<file path="config.mk">
export PLATFORM = sky130hd
export DESIGN_NAME = usb_out_rxbuf
export DESIGN_NICKNAME = d
export VERILOG_FILES = /design/src/rtl/usb_rxbuf_pkg.sv /design/src/rtl/usb_rxbuf_space.sv /design/src/rtl/usb_rxbuf_packer.sv /design/src/rtl/usb_rxbuf_ctrl.sv /design/src/rtl/usb_out_rxbuf.sv
export SDC_FILE = /design/constraint.sdc
export NUM_CORES = 1
export LEC_CHECK = 0
export BUFFER_PORTS_ARGS = -buffer_cell sky130_fd_sc_hd__buf_4
export CAP_MARGIN = 20
export CORE_AREA = 5 5 123 125
export DETAILED_ROUTE_END_ITERATION = 16
export DIE_AREA = 0 0 128 130
export PLACE_DENSITY_LB_ADDON = 0.3
export SETUP_SLACK_MARGIN = 0.05
export SLEW_MARGIN = 5
export SYNTH_ARGS = -nofsm -noshare
export SYNTH_HDL_FRONTEND = slang
export SYNTH_SLANG_ARGS = --single-unit
</file>
<file path="constraint.sdc">
create_clock -name clk -period 3.3 [get_ports clk]
set_input_delay 0.33 -clock clk [delete_from_list [all_inputs] [get_ports clk]]
set_output_delay 0.33 -clock clk [all_outputs]
set_load 0.05 [all_outputs]
</file>
<file path="src/rtl/usb_rxbuf_pkg.sv">
package usb_rxbuf_pkg;

    localparam int ADDR_W = 16;
    localparam int NBLK_W = 5;
    localparam int CNT_W  = 10;
    localparam int REM_W  = 16;
    localparam int DW     = 16;
    localparam int BE_W   = DW / 8;
    localparam int SMALL_SHIFT = 1;   // 2-byte blocks
    localparam int LARGE_SHIFT = 5;   // 32-byte blocks

    typedef enum logic [1:0] {
        HS_NONE  = 2'd0,
        HS_ACK   = 2'd1,
        HS_NAK   = 2'd2,
        HS_STALL = 2'd3
    } hs_e;

    typedef enum logic [1:0] {
        EPS_OFF   = 2'd0,
        EPS_STALL = 2'd1,
        EPS_NAK   = 2'd2,
        EPS_VALID = 2'd3
    } ep_stat_e;

    typedef enum logic {
        ST_IDLE = 1'b0,
        ST_RECV = 1'b1
    } rx_state_e;

    typedef struct packed {
        logic [ADDR_W-1:0] base;
        logic              big;
        logic [NBLK_W-1:0] nblk;
    } rxdesc_t;

    typedef struct packed {
        logic              we;
        logic [ADDR_W-1:0] addr;
        logic [DW-1:0]     data;
        logic [BE_W-1:0]   be;
    } memwr_t;

    // Bytes available in the buffer described by the descriptor.
    function automatic logic [REM_W-1:0] alloc_bytes(input logic big,
                                                     input logic [NBLK_W-1:0] nblk);
        logic [REM_W-1:0] n;
        n = REM_W'(nblk);
        return big ? (n << LARGE_SHIFT) : (n << SMALL_SHIFT);
    endfunction

    // Descriptor word returned on a clean ACK.
    function automatic logic [DW-1:0] pack_count(input logic big,
                                                 input logic [NBLK_W-1:0] nblk,
                                                 input logic [CNT_W-1:0] cnt);
        return {big, nblk, cnt};
    endfunction

endpackage

</file>
<file path="src/rtl/usb_rxbuf_space.sv">
module usb_rxbuf_space
    import usb_rxbuf_pkg::*;
(
    input  logic             clk,
    input  logic             rst,
    input  logic             load,
    input  logic [REM_W-1:0] alloc,
    input  logic             step,
    output logic             room,
    output logic [CNT_W-1:0] rcv_cnt
);
    logic [REM_W-1:0] rem_q;
    logic [CNT_W-1:0] cnt_q;

    assign room    = (rem_q != '0);
    assign rcv_cnt = cnt_q;

    always_ff @(posedge clk) begin
        if (rst) begin
            rem_q <= '0;
            cnt_q <= '0;
        end else if (load) begin
            rem_q <= alloc;
            cnt_q <= '0;
        end else if (step) begin
            cnt_q <= cnt_q + 1'b1;
            if (room)
                rem_q <= rem_q - 1'b1;
        end
    end
endmodule

</file>
<file path="src/rtl/usb_rxbuf_packer.sv">
module usb_rxbuf_packer
    import usb_rxbuf_pkg::*;
(
    input  logic              clk,
    input  logic              rst,
    input  logic              load,
    input  logic [ADDR_W-1:0] base,
    input  logic              push,
    input  logic [7:0]        din,
    input  logic              flush,
    output memwr_t            wr
);
    logic [7:0]        hold_q;
    logic              have_q;
    logic [ADDR_W-1:0] addr_q;
    memwr_t            wr_q;

    assign wr = wr_q;

    always_ff @(posedge clk) begin
        if (rst) begin
            hold_q <= '0;
            have_q <= 1'b0;
            addr_q <= '0;
            wr_q   <= '0;
        end else begin
            wr_q.we <= 1'b0;
            if (load) begin
                addr_q <= base;
                have_q <= 1'b0;
            end else if (push) begin
                if (have_q) begin
                    wr_q.we   <= 1'b1;
                    wr_q.addr <= addr_q;
                    wr_q.data <= {din, hold_q};
                    wr_q.be   <= 2'b11;
                    addr_q    <= addr_q + ADDR_W'(BE_W);
                    have_q    <= 1'b0;
                end else begin
                    hold_q <= din;
                    have_q <= 1'b1;
                end
            end else if (flush && have_q) begin
                wr_q.we   <= 1'b1;
                wr_q.addr <= addr_q;
                wr_q.data <= {8'h00, hold_q};
                wr_q.be   <= 2'b01;
                have_q    <= 1'b0;
            end
        end
    end
endmodule

</file>
<file path="src/rtl/usb_rxbuf_ctrl.sv">
module usb_rxbuf_ctrl
    import usb_rxbuf_pkg::*;
#(
    parameter int EP_W = 4
) (
    input  logic             clk,
    input  logic             rst,
    input  logic             tok_valid,
    input  logic [EP_W-1:0]  tok_ep,
    input  ep_stat_e         ep_stat,
    input  rxdesc_t          desc,
    input  logic             byte_valid,
    input  logic             eop,
    input  logic             crc_ok,
    input  logic             line_err,
    input  logic             room,
    input  logic [CNT_W-1:0] rcv_cnt,
    output logic             load,
    output logic             step,
    output logic             push,
    output logic             flush,
    output logic             hs_valid,
    output hs_e              hs_code,
    output logic             err_irq,
    output logic             cnt_we,
    output logic [EP_W-1:0]  cnt_ep,
    output logic [DW-1:0]    cnt_data
);
    rx_state_e         state_q;
    logic              ovr_q;
    logic [EP_W-1:0]   ep_q;
    logic              big_q;
    logic [NBLK_W-1:0] nblk_q;
    logic              in_rx;
    logic              closing;

    assign in_rx   = (state_q == ST_RECV);
    assign closing = in_rx && (eop || line_err);
    assign load    = (state_q == ST_IDLE) && tok_valid && (ep_stat == EPS_VALID);
    assign step    = in_rx && byte_valid && !closing;
    assign push    = step && room;
    assign flush   = closing;

    always_ff @(posedge clk) begin
        if (rst) begin
            state_q  <= ST_IDLE;
            ovr_q    <= 1'b0;
            ep_q     <= '0;
            big_q    <= 1'b0;
            nblk_q   <= '0;
            hs_valid <= 1'b0;
            hs_code  <= HS_NONE;
            err_irq  <= 1'b0;
            cnt_we   <= 1'b0;
            cnt_ep   <= '0;
            cnt_data <= '0;
        end else begin
            hs_valid <= 1'b0;
            err_irq  <= 1'b0;
            cnt_we   <= 1'b0;
            if (state_q == ST_IDLE) begin
                if (tok_valid) begin
                    unique case (ep_stat)
                        EPS_VALID: begin
                            state_q <= ST_RECV;
                            ovr_q   <= 1'b0;
                            ep_q    <= tok_ep;
                            big_q   <= desc.big;
                            nblk_q  <= desc.nblk;
                        end
                        EPS_NAK: begin
                            hs_valid <= 1'b1;
                            hs_code  <= HS_NAK;
                        end
                        EPS_STALL: begin
                            hs_valid <= 1'b1;
                            hs_code  <= HS_STALL;
                        end
                        default: ;
                    endcase
                end
            end else begin
                if (line_err) begin
                    err_irq <= 1'b1;
                    state_q <= ST_IDLE;
                end else if (eop) begin
                    state_q <= ST_IDLE;
                    if (!crc_ok) begin
                        err_irq <= 1'b1;
                    end else if (ovr_q) begin
                        hs_valid <= 1'b1;
                        hs_code  <= HS_STALL;
                    end else begin
                        hs_valid <= 1'b1;
                        hs_code  <= HS_ACK;
                        cnt_we   <= 1'b1;
                        cnt_ep   <= ep_q;
                        cnt_data <= pack_count(big_q, nblk_q, rcv_cnt);
                    end
                end else if (byte_valid && !room) begin
                    ovr_q <= 1'b1;
                end
            end
        end
    end
endmodule

</file>
<file path="src/rtl/usb_out_rxbuf.sv">
module usb_out_rxbuf
    import usb_rxbuf_pkg::*;
#(
    parameter int EP_W = 4
) (
    input  logic              clk,
    input  logic              rst,
    input  logic              tok_valid,
    input  logic [EP_W-1:0]   tok_ep,
    input  logic [1:0]        ep_stat,
    input  logic [ADDR_W-1:0] desc_base,
    input  logic              desc_big,
    input  logic [NBLK_W-1:0] desc_nblk,
    input  logic              byte_valid,
    input  logic [7:0]        byte_data,
    input  logic              eop,
    input  logic              crc_ok,
    input  logic              line_err,
    output logic              mem_we,
    output logic [ADDR_W-1:0] mem_addr,
    output logic [DW-1:0]     mem_wdata,
    output logic [BE_W-1:0]   mem_be,
    output logic              hs_valid,
    output logic [1:0]        hs_code,
    output logic              err_irq,
    output logic              cnt_we,
    output logic [EP_W-1:0]   cnt_ep,
    output logic [DW-1:0]     cnt_data
);
    rxdesc_t          desc;
    memwr_t           wr;
    hs_e              hs;
    logic             load, step, push, flush, room;
    logic [CNT_W-1:0] rcv_cnt;

    assign desc = '{base: desc_base, big: desc_big, nblk: desc_nblk};

    usb_rxbuf_ctrl #(.EP_W(EP_W)) ctrl_i (
        .clk        (clk),
        .rst        (rst),
        .tok_valid  (tok_valid),
        .tok_ep     (tok_ep),
        .ep_stat    (ep_stat_e'(ep_stat)),
        .desc       (desc),
        .byte_valid (byte_valid),
        .eop        (eop),
        .crc_ok     (crc_ok),
        .line_err   (line_err),
        .room       (room),
        .rcv_cnt    (rcv_cnt),
        .load       (load),
        .step       (step),
        .push       (push),
        .flush      (flush),
        .hs_valid   (hs_valid),
        .hs_code    (hs),
        .err_irq    (err_irq),
        .cnt_we     (cnt_we),
        .cnt_ep     (cnt_ep),
        .cnt_data   (cnt_data)
    );

    usb_rxbuf_space space_i (
        .clk     (clk),
        .rst     (rst),
        .load    (load),
        .alloc   (alloc_bytes(desc_big, desc_nblk)),
        .step    (step),
        .room    (room),
        .rcv_cnt (rcv_cnt)
    );

    usb_rxbuf_packer packer_i (
        .clk   (clk),
        .rst   (rst),
        .load  (load),
        .base  (desc_base),
        .push  (push),
        .din   (byte_data),
        .flush (flush),
        .wr    (wr)
    );

    assign hs_code   = hs;
    assign mem_we    = wr.we;
    assign mem_addr  = wr.addr;
    assign mem_wdata = wr.data;
    assign mem_be    = wr.be;
endmodule

</file>
==> flow_summary.ini, run 1 <==
[yosys]
synth_xor_area_frac = 0.0348
synthFlopType = dfxtp_1
synth_compound_area_frac = 0.150
synth_fa_ha_area_frac = 0.0149
synth.avg_cell_area_sq_um = 8.05
yosysSeqAreaShare = 0.489
syn_area_sq_mm = 0.00503
synth-edff-count = 0
synth-simple-area-share = 0.268
synth_cells = 625
synth_top_family_by_area = simple AND/OR/NAND/NOR gates
yosys_warnings = 0
async_flop_share = 0
yosysUniqueCellTypes = 50
syn_nets = 674
synth_mux_area_frac = 0.00970
synth_seq_cells = 123

[floorplan]
core-area_sq_mm = 0.0138
die_h_um = 130
die-area_sq_mm = 0.0166
start_util = 0.365
row_count = 43
ios = 103
dieWidth_um = 128

[global_routing]
grt_pass1_vias = 4484
antenna_found_initial = 0
grt_pass1_wl_um = 22100
grt.overflow.total = 0
track_usage = 0.167
grt_max_degree = 75

[placement]
place_ws_ns = 0.779
dp.cells = 880
routabilityCongestion = 0.851
portBuffers = 102
place_hpwl_um = 9830

[routing]
drt-initial-drc-count = 356
wl_per_cell_um = 15.2
wl_um = 13900
antenna_left = 0
via_count = 4743
route.detailed.drc = 0
dr.pass1.iters = 5
viasPerCell = 5.21

[clock_network]
clk_pin_slew_ns = 0.05
cts_made_buffers = 17
cts_tree = yes
post-cts-setup-buffers = 0
cts_resized = 0
root_buffer = clkbuf_16
clock_latency_ns = 0.41
clock-sinks = 123
cts_max_level = 4
cts_hold_buf = 0
clockBufferDepth = 2

[setup_path]
crit_type = reg -> reg
critPathLaunchType = register
arrival_ns = 2.91
crit_start = space_i.rem_q[0]
worst-path-max-fanout = 14
r2r_start = space_i.rem_q[0]
required_ns = 3.64
worst_path_largest_cell_delay_ns = 0.63
crit_family = simple AND/OR/NAND/NOR gates
cp_num_buf_inv = 2
end_kind = register
slowest_stage = a21boi_2
crit_chain = inv_1 -> ha_1 -> nor4b_1 -> nand4_1 -> a21boi_2 -> buf_4 -> nand2_1 -> a21oi_1

[pwr]
power_switching_share = 0.214
power_leakage_nw = 2.47
ir_worst_vdd_mv = 0.328
power.total_w = 0.00357
seqPwrFrac = 0.428
power_frac_comb = 0.056
net-switching-power_w = 0.000763
p_int_w = 0.00280
p_clk_frac = 0.515
powerDensity_mw_per_mm2 = 545

[timing]
tightest_slew_ns = 1.02
rsz0062_at_grt = no
hold_violations = 0
drv_slew = 0
finalClockSkew_ns = 0.00995
setup_ws_ns = 0.722
min_period_ns = 2.58
period_share = 0.781
relSlewSlack = 0.316
setup_viol = 0
max_freq_mhz = 388
setup-tns-final_ns = 0

[cells_and_area]
final_util = 0.475
most-common-layout-cells = nand2_1 (173), dfxtp_1 (123), buf_4 (111)
syn2layout_area_growth_pct = 30.1
nets = 768
fin_cells = 910
final_layout_size_suffix_gt1_frac = 0.211
layout_commonest_cell = nand2_1
antenna_cells = 0

[min_path]
worstHoldPathType = in -> reg
hp-start = tok_ep[2]

[run]
max_cap_viol_count = 0

[outcome]
status = finished, final reports clean
==> logic make-up (layout without fill, tap and decap cells) <==
family	Yosys count	after routing
DFF	123	123
buffers and inverters	43	148
xor gates and xnor gates	20	20
muxes	4	4
adders and majority gates	6	6
and+or+nand+nor	297	297
AOI/OAI and AO/OA	132	132
==> registers in the layout, indices dropped and copies added (netlist names), 4 cells and up <==
name	count
ctrl_i.cnt_data	16
packer_i.hold_q	8
ctrl_i.cnt_ep	4
ctrl_i.ep_q	4
ctrl_i.nblk_q	5
space_i.rcv_cnt	10
packer_i.wr	35
space_i.rem_q	16
packer_i.addr_q	16
==> power by group through the flow <==
stage	Sequential, W	Clock (W)	Combinational (W)
after floorplan	0.00156	0	0.000109
after global routing	0.00153	0.00193	0.000222
final	0.00153	0.00184	0.000201
after CTS	0.00153	0.00187	0.000201
after detailed placement	0.00156	0	0.000199
after global placement	0.00156	0	0.000197
==> final cells by class <==
cell class / instances / area [sq um]
clock inverter: 6 / 85.1
sequential: 123 / 2460
clock buffer: 24 / 512
multi-input combinational: 459 / 2400
inverter: 7 / 26.3
fill: 1365 / 7230
timing repair buffer: 111 / 833
tap: 180 / 225
==> stage by stage <==
| stage | cell area (sq um) | hold slack [ns] |
|---|---|---|
| after global placement | 5950 | 0.438 |
| after CTS | 6550 | 0.154 |
| after floorplan | 5030 | 0.432 |
| after detailed placement | 5950 | 0.446 |
| after global routing | 6550 | 0.160 |
| final | 6550 | 0.170 |
==> worst register-to-register path, cell delays in order (launching register included) <==
cell and delay, ns:
dfxtp_1 0.32, inv_1 0.11, ha_1 0.16, nor4b_1 0.29
nand4_1 0.49, a21boi_2 0.63, buf_4 0.29, nand2_1 0.08
a21oi_1 0.13
==> synthesized netlist by cell type, types with 4 or more instances <==
cell type / number / share of area
nor2_1: 33 / 0.025
inv_1: 7 / 0.0052
xnor2_1: 11 / 0.019
nand4_1: 6 / 0.0075
nand2_1: 173 / 0.13
a21oi_1: 92 / 0.092
nor4b_1: 4 / 0.0070
buf_2: 7 / 0.0070
and3_1: 4 / 0.0050
nor3_1: 14 / 0.014
a31oi_1: 7 / 0.0087
o211ai_1: 4 / 0.0060
or4_1: 5 / 0.0075
a211oi_1: 5 / 0.0075
dfxtp_1: 123 / 0.49
nor4_1: 8 / 0.0099
or3_1: 5 / 0.0062
o21ai_0: 7 / 0.0070
clkbuf_1: 26 / 0.019
nand3_1: 27 / 0.027
xor2_1: 9 / 0.016
ha_1: 6 / 0.015
==> layer usage <==
layer	vias to the layer above	track usage	wire [um]
met3	14	0.0516	1040
met1	2203	0.212	6140
met5	-	0	0
met2	174	0.274	6550
li1	2352	-	-
met4	0	0.0493	138
==> worst paths after layout <==
kind                              end  slack (ns)  cells past startpoint
setup / recovery      packer_i.wr[25]        0.72                      8
hold reg to reg   ctrl_i.cnt_data[11]        0.45                      2
hold / removal         ctrl_i.ep_q[2]        0.17                      3
setup reg to reg      packer_i.wr[25]        0.72                      8
Note: power is estimated with default switching activity, not from simulation.
==> run 2: changes to the inputs <==
clock period = 2.2 ns   (was 3.3 ns; I/O delays follow)
==> flow_summary.ini, run 2 (synthesis gave the netlist of run 1 again) <==
[pwr]
power.total_w = 0.00557
seqPwrFrac = 0.411
ir_worst_vdd_mv = 0.474
powerDensity_mw_per_mm2 = 824
net-switching-power_w = 0.00120
power_frac_comb = 0.068
power_leakage_nw = 2.59
p_int_w = 0.00438
p_clk_frac = 0.521
power_switching_share = 0.214

[routing]
viasPerCell = 5.15
antenna_left = 0
route.detailed.drc = 0
wl_um = 14000
drt-initial-drc-count = 280
wl_per_cell_um = 15.0
dr.pass1.iters = 5
via_count = 4791

[cells_and_area]
most-common-layout-cells = nand2_1 (173), buf_4 (127), dfxtp_1 (121)
syn2layout_area_growth_pct = 34.5
postLayoutCellArea_sq_mm = 0.00677
antenna_cells = 0
final_layout_size_suffix_gt1_frac = 0.241
nFillCells = 1316
largest_reg_flops = 35
nets = 786
layout_commonest_cell = nand2_1
final_util = 0.491

[global_routing]
grt.overflow.total = 0
grt_pass1_vias = 4591
grt_max_degree = 76
grt_pass1_wl_um = 22500
track_usage = 0.170
antenna_found_initial = 0

[floorplan]
core-area_sq_mm = 0.0138
ios = 103
start_util = 0.365
row_count = 43
die_h_um = 130
die-area_sq_mm = 0.0166
dieWidth_um = 128

[setup_path]
arrival_ns = 2.40
slowest_stage = or4b_4
crit_type = reg -> reg
required_ns = 2.55
critPathLaunchType = register
end_kind = register
rrSetupSlack_ns = 0.15
ff2ff_path_depth = 8
crit_chain = inv_1 -> ha_2 -> nor4b_2 -> and4_4 -> buf_6 -> or4b_4 -> mux2_4 -> a21oi_2
worst_path_largest_cell_delay_ns = 0.53
worst-path-max-fanout = 4

[clock_network]
clockBufferDepth = 2
cts_made_buffers = 17
clock_latency_ns = 0.41
clk_pin_slew_ns = 0.05
cts_tree = yes
cts_max_level = 4
root_buffer = clkbuf_16
clock-sinks = 123

[timing]
hold_slack_ns = 0.0620
period_share = 0.934
hold_violations = 0
relSlewSlack = 0.484
setup_viol = 0
rsz0062_at_grt = no
setup_ws_ns = 0.145
min_period_ns = 2.05
drv_slew = 0
finalClockSkew_ns = 0.00560
max_freq_mhz = 487
tightest_slew_ns = 0.773

[placement]
portBuffers = 102
place_ws_ns = -0.132
place_area_sq_mm = 0.00605
routabilityCongestion = 0.866
place_hpwl_um = 9940

[min_path]
worstHoldPathType = in -> reg
hold_depth = 3

[run]
max_cap_viol_count = 0

[outcome]
status = finished, final reports clean
-- run 2: cell count changes in the layout (fill, tap and decap cells not counted), moves of 2 or more --
cell and delta:
clkinv_2 +2, or4b_1 -2, bufinv_16 +2, buf_4 +16
clkbuf_1 +4, or4b_4 +2, dfxtp_1 -2, clkinvlp_4 -2
clkbuf_8 -4, dfxtp_2 +2
-- run 2: layout make-up --
| type | count | area, sq um | area share |
|---|---|---|---|
| Clock buffer | 24 | 472 | 0.0697 |
| Inverter | 7 | 26.3 | 0.00388 |
| Tap cell | 180 | 225 | 0.0333 |
| Multi-Input combinational cell | 459 | 2450 | 0.363 |
| Sequential cell | 123 | 2460 | 0.364 |
| Clock inverter | 8 | 140 | 0.0207 |
| Timing Repair Buffer | 129 | 985 | 0.146 |
-- run 2: timing repair --
item | in CTS | in global routing
hold buffers | 0 | 0
gates resized for setup | 9 | 7
pin swaps | 1 | 2
setup endpoints to repair | 48 | 30
buffers inserted | 5 | 1
-- run 2: path summary, 6_finish.rpt --
check                                 startpoint                  to
worst max-delay path            space_i.rem_q[0]  packer_i.addr_q[6]
worst min register to register   packer_i.wr[30]     packer_i.wr[30]
worst min-delay path                   tok_ep[1]      ctrl_i.ep_q[1]
worst max register to register  space_i.rem_q[0]  packer_i.addr_q[6]
-- run 2: stage by stage --
step | setup TNS [ns] | cells
floorplan | 0 | 625
global placement | -0.0194 | 892
detailed placement | -1.02 | 892
CTS | 0 | 929
global route | 0 | 930
finish | 0 | 930
-- run 2: power groups by stage --
stage	logic (W)	registers (W)	clock network [W]
floorplan	0.000164	0.00234	0
global placement	0.000328	0.00233	0
detailed placement	0.000333	0.00234	0
CTS	0.000361	0.00229	0.00294
global route	0.000413	0.00229	0.00305
finish	0.000378	0.00229	0.00291
-- run 2: metal layers --
| metal | vias to the layer above | wire length, um | GRT usage |
|---|---|---|---|
| li1 | 2391 | - | - |
| met1 | 2235 | 6150 | 0.211 |
| met2 | 149 | 6560 | 0.276 |
| met3 | 16 | 1100 | 0.0594 |
| met4 | 0 | 178 | 0.0587 |
| met5 | - | 0 | 0 |
-- run 2: worst max-delay path, delay by kind of cell, from the launching register on --
| family | cells | cell delay (ns) |
|---|---|---|
| simple gates | 3 | 0.91 |
| flops | 1 | 0.32 |
| buf+inv | 2 | 0.17 |
| mux | 1 | 0.32 |
| fa+ha+maj | 1 | 0.18 |
| compound gates | 1 | 0.10 |
==> run 3: changes to the inputs <==
SKIP_CTS_REPAIR_TIMING = 1   (was not set)
clock period = 1.7 ns   (was 2.2 ns; I/O delays follow)
==> flow_summary.ini, run 3 (synthesis gave the netlist of run 1 again) <==
[routing]
dr.pass1.iters = 6
viasPerCell = 5.39
wl_per_cell_um = 17.4
wl_um = 17400
via_count = 5396
antenna_left = 0
route.detailed.drc = 0
drt-initial-drc-count = 531

[clock_network]
cts_made_buffers = 17
clock-sinks = 123
clk_pin_slew_ns = 0.06
cts_max_level = 4
clock_latency_ns = 0.42
cts_tree = yes
clockBufferDepth = 2
root_buffer = clkbuf_16

[timing]
finalClockSkew_ns = 0.00841
hold_violations = 1
period_share = 1.19
tightest_slew_ns = 0.556
setup_viol = 67
max_freq_mhz = 494
setup_ws_ns = -0.325
hold_slack_ns = -0.000853
drv_slew = 0
rsz0062_at_grt = yes
relSlewSlack = 0.629
min_period_ns = 2.03

[setup_path]
crit_type = reg -> reg
crit_start = space_i.rem_q[10]
r2r_start = space_i.rem_q[10]
end_kind = register
required_ns = 2.04
critPathLaunchType = register
worst-path-max-fanout = 8
arrival_ns = 2.37

[cells_and_area]
antenna_cells = 0
syn2layout_area_growth_pct = 65.2
regArea_sq_mm = 0.00247
most-common-layout-cells = buf_4 (165), nand2_1 (142), dfxtp_1 (120)
largest_reg_flops = 35
nFillCells = 1149
postLayoutCellArea_sq_mm = 0.00831
layout_commonest_cell = buf_4
multi_input_area_sq_mm = 0.00317
final_layout_size_suffix_gt1_frac = 0.452
nets = 857

[placement]
place_area_sq_mm = 0.00657
place_hpwl_um = 10700
routabilityCongestion = 0.876
portBuffers = 102
place_ws_ns = -0.349

[run]
max_cap_viol_count = 0

[global_routing]
track_usage = 0.176
grt_max_degree = 41
antenna_found_initial = 0
grt_pass1_wl_um = 23500
grt_pass1_vias = 4858
grt.overflow.total = 0

[min_path]
hp-start = tok_ep[1]
worstHoldPathType = in -> reg

[pwr]
seqPwrFrac = 0.382
power_leakage_nw = 3.19
power_frac_comb = 0.095
p_int_w = 0.00602
power_switching_share = 0.222
net-switching-power_w = 0.00172
ir_worst_vdd_mv = 0.524
p_clk_frac = 0.524
powerDensity_mw_per_mm2 = 932

[floorplan]
die-area_sq_mm = 0.0166
ios = 103
start_util = 0.365
die_h_um = 130
core-area_sq_mm = 0.0138
row_count = 43
dieWidth_um = 128

[outcome]
status = finished, violations left
violations = negative hold slack, negative setup slack
run 3: worst max-delay path: stages, from the launching register on:
cell and delay, ns:
dfxtp_1 0.35, nor4_2 0.39, nand4_1 0.24, buf_6 0.23, a21boi_4 0.16, buf_6 0.16, clkbuf_16 0.17, nand2_1 0.08
a21oi_1 0.17
run 3: final cells by class:
cell class                      instances  area share
Multi-Input combinational cell        460       0.382
Clock buffer                           22      0.0583
Inverter                                7     0.00316
Clock inverter                         10      0.0223
Timing Repair Buffer                  199       0.211
Sequential cell                       123       0.297
Tap cell                              180      0.0271
run 3: through the flow:
| step | power [W] | cells | setup TNS, ns | utilization |
|---|---|---|---|---|
| finish | 0.00774 | 1001 | -9.03 | 0.603 |
| CTS | 0.00758 | 976 | -16.74 | 0.526 |
| global placement | 0.00353 | 944 | -12.09 | 0.477 |
| global route | 0.00794 | 1001 | -14.71 | 0.603 |
| detailed placement | 0.00354 | 944 | -13.55 | 0.477 |
| floorplan | 0.00329 | 625 | -1.94 | - |
run 3: path summary, 6_finish.rpt:
| path | to | cells past startpoint | slack (ns) |
|---|---|---|---|
| min reg2reg | ctrl_i.cnt_data[13] | 2 | 0.45 |
| min | ctrl_i.ep_q[1] | 3 | -0.0009 |
| max reg2reg | packer_i.wr[22] | 8 | -0.33 |
| max | packer_i.wr[22] | 8 | -0.33 |
run 3: routing by layer:
layer  GRT usage  share of wire  up-vias
met4      0.0693          0.033        0
met1       0.219           0.39     2572
met3      0.0475          0.077       60
li1            -              -     2527
met5           0              0        -
met2       0.291           0.50      237
run 3: power groups by stage:
stage               clock [W]  combinational, W  sequential (W)
floorplan                   0          0.000252         0.00303
global route          0.00422          0.000769         0.00296
detailed placement          0          0.000531         0.00301
finish                0.00406          0.000733         0.00295
global placement            0          0.000523         0.00301
CTS                   0.00409          0.000534         0.00295
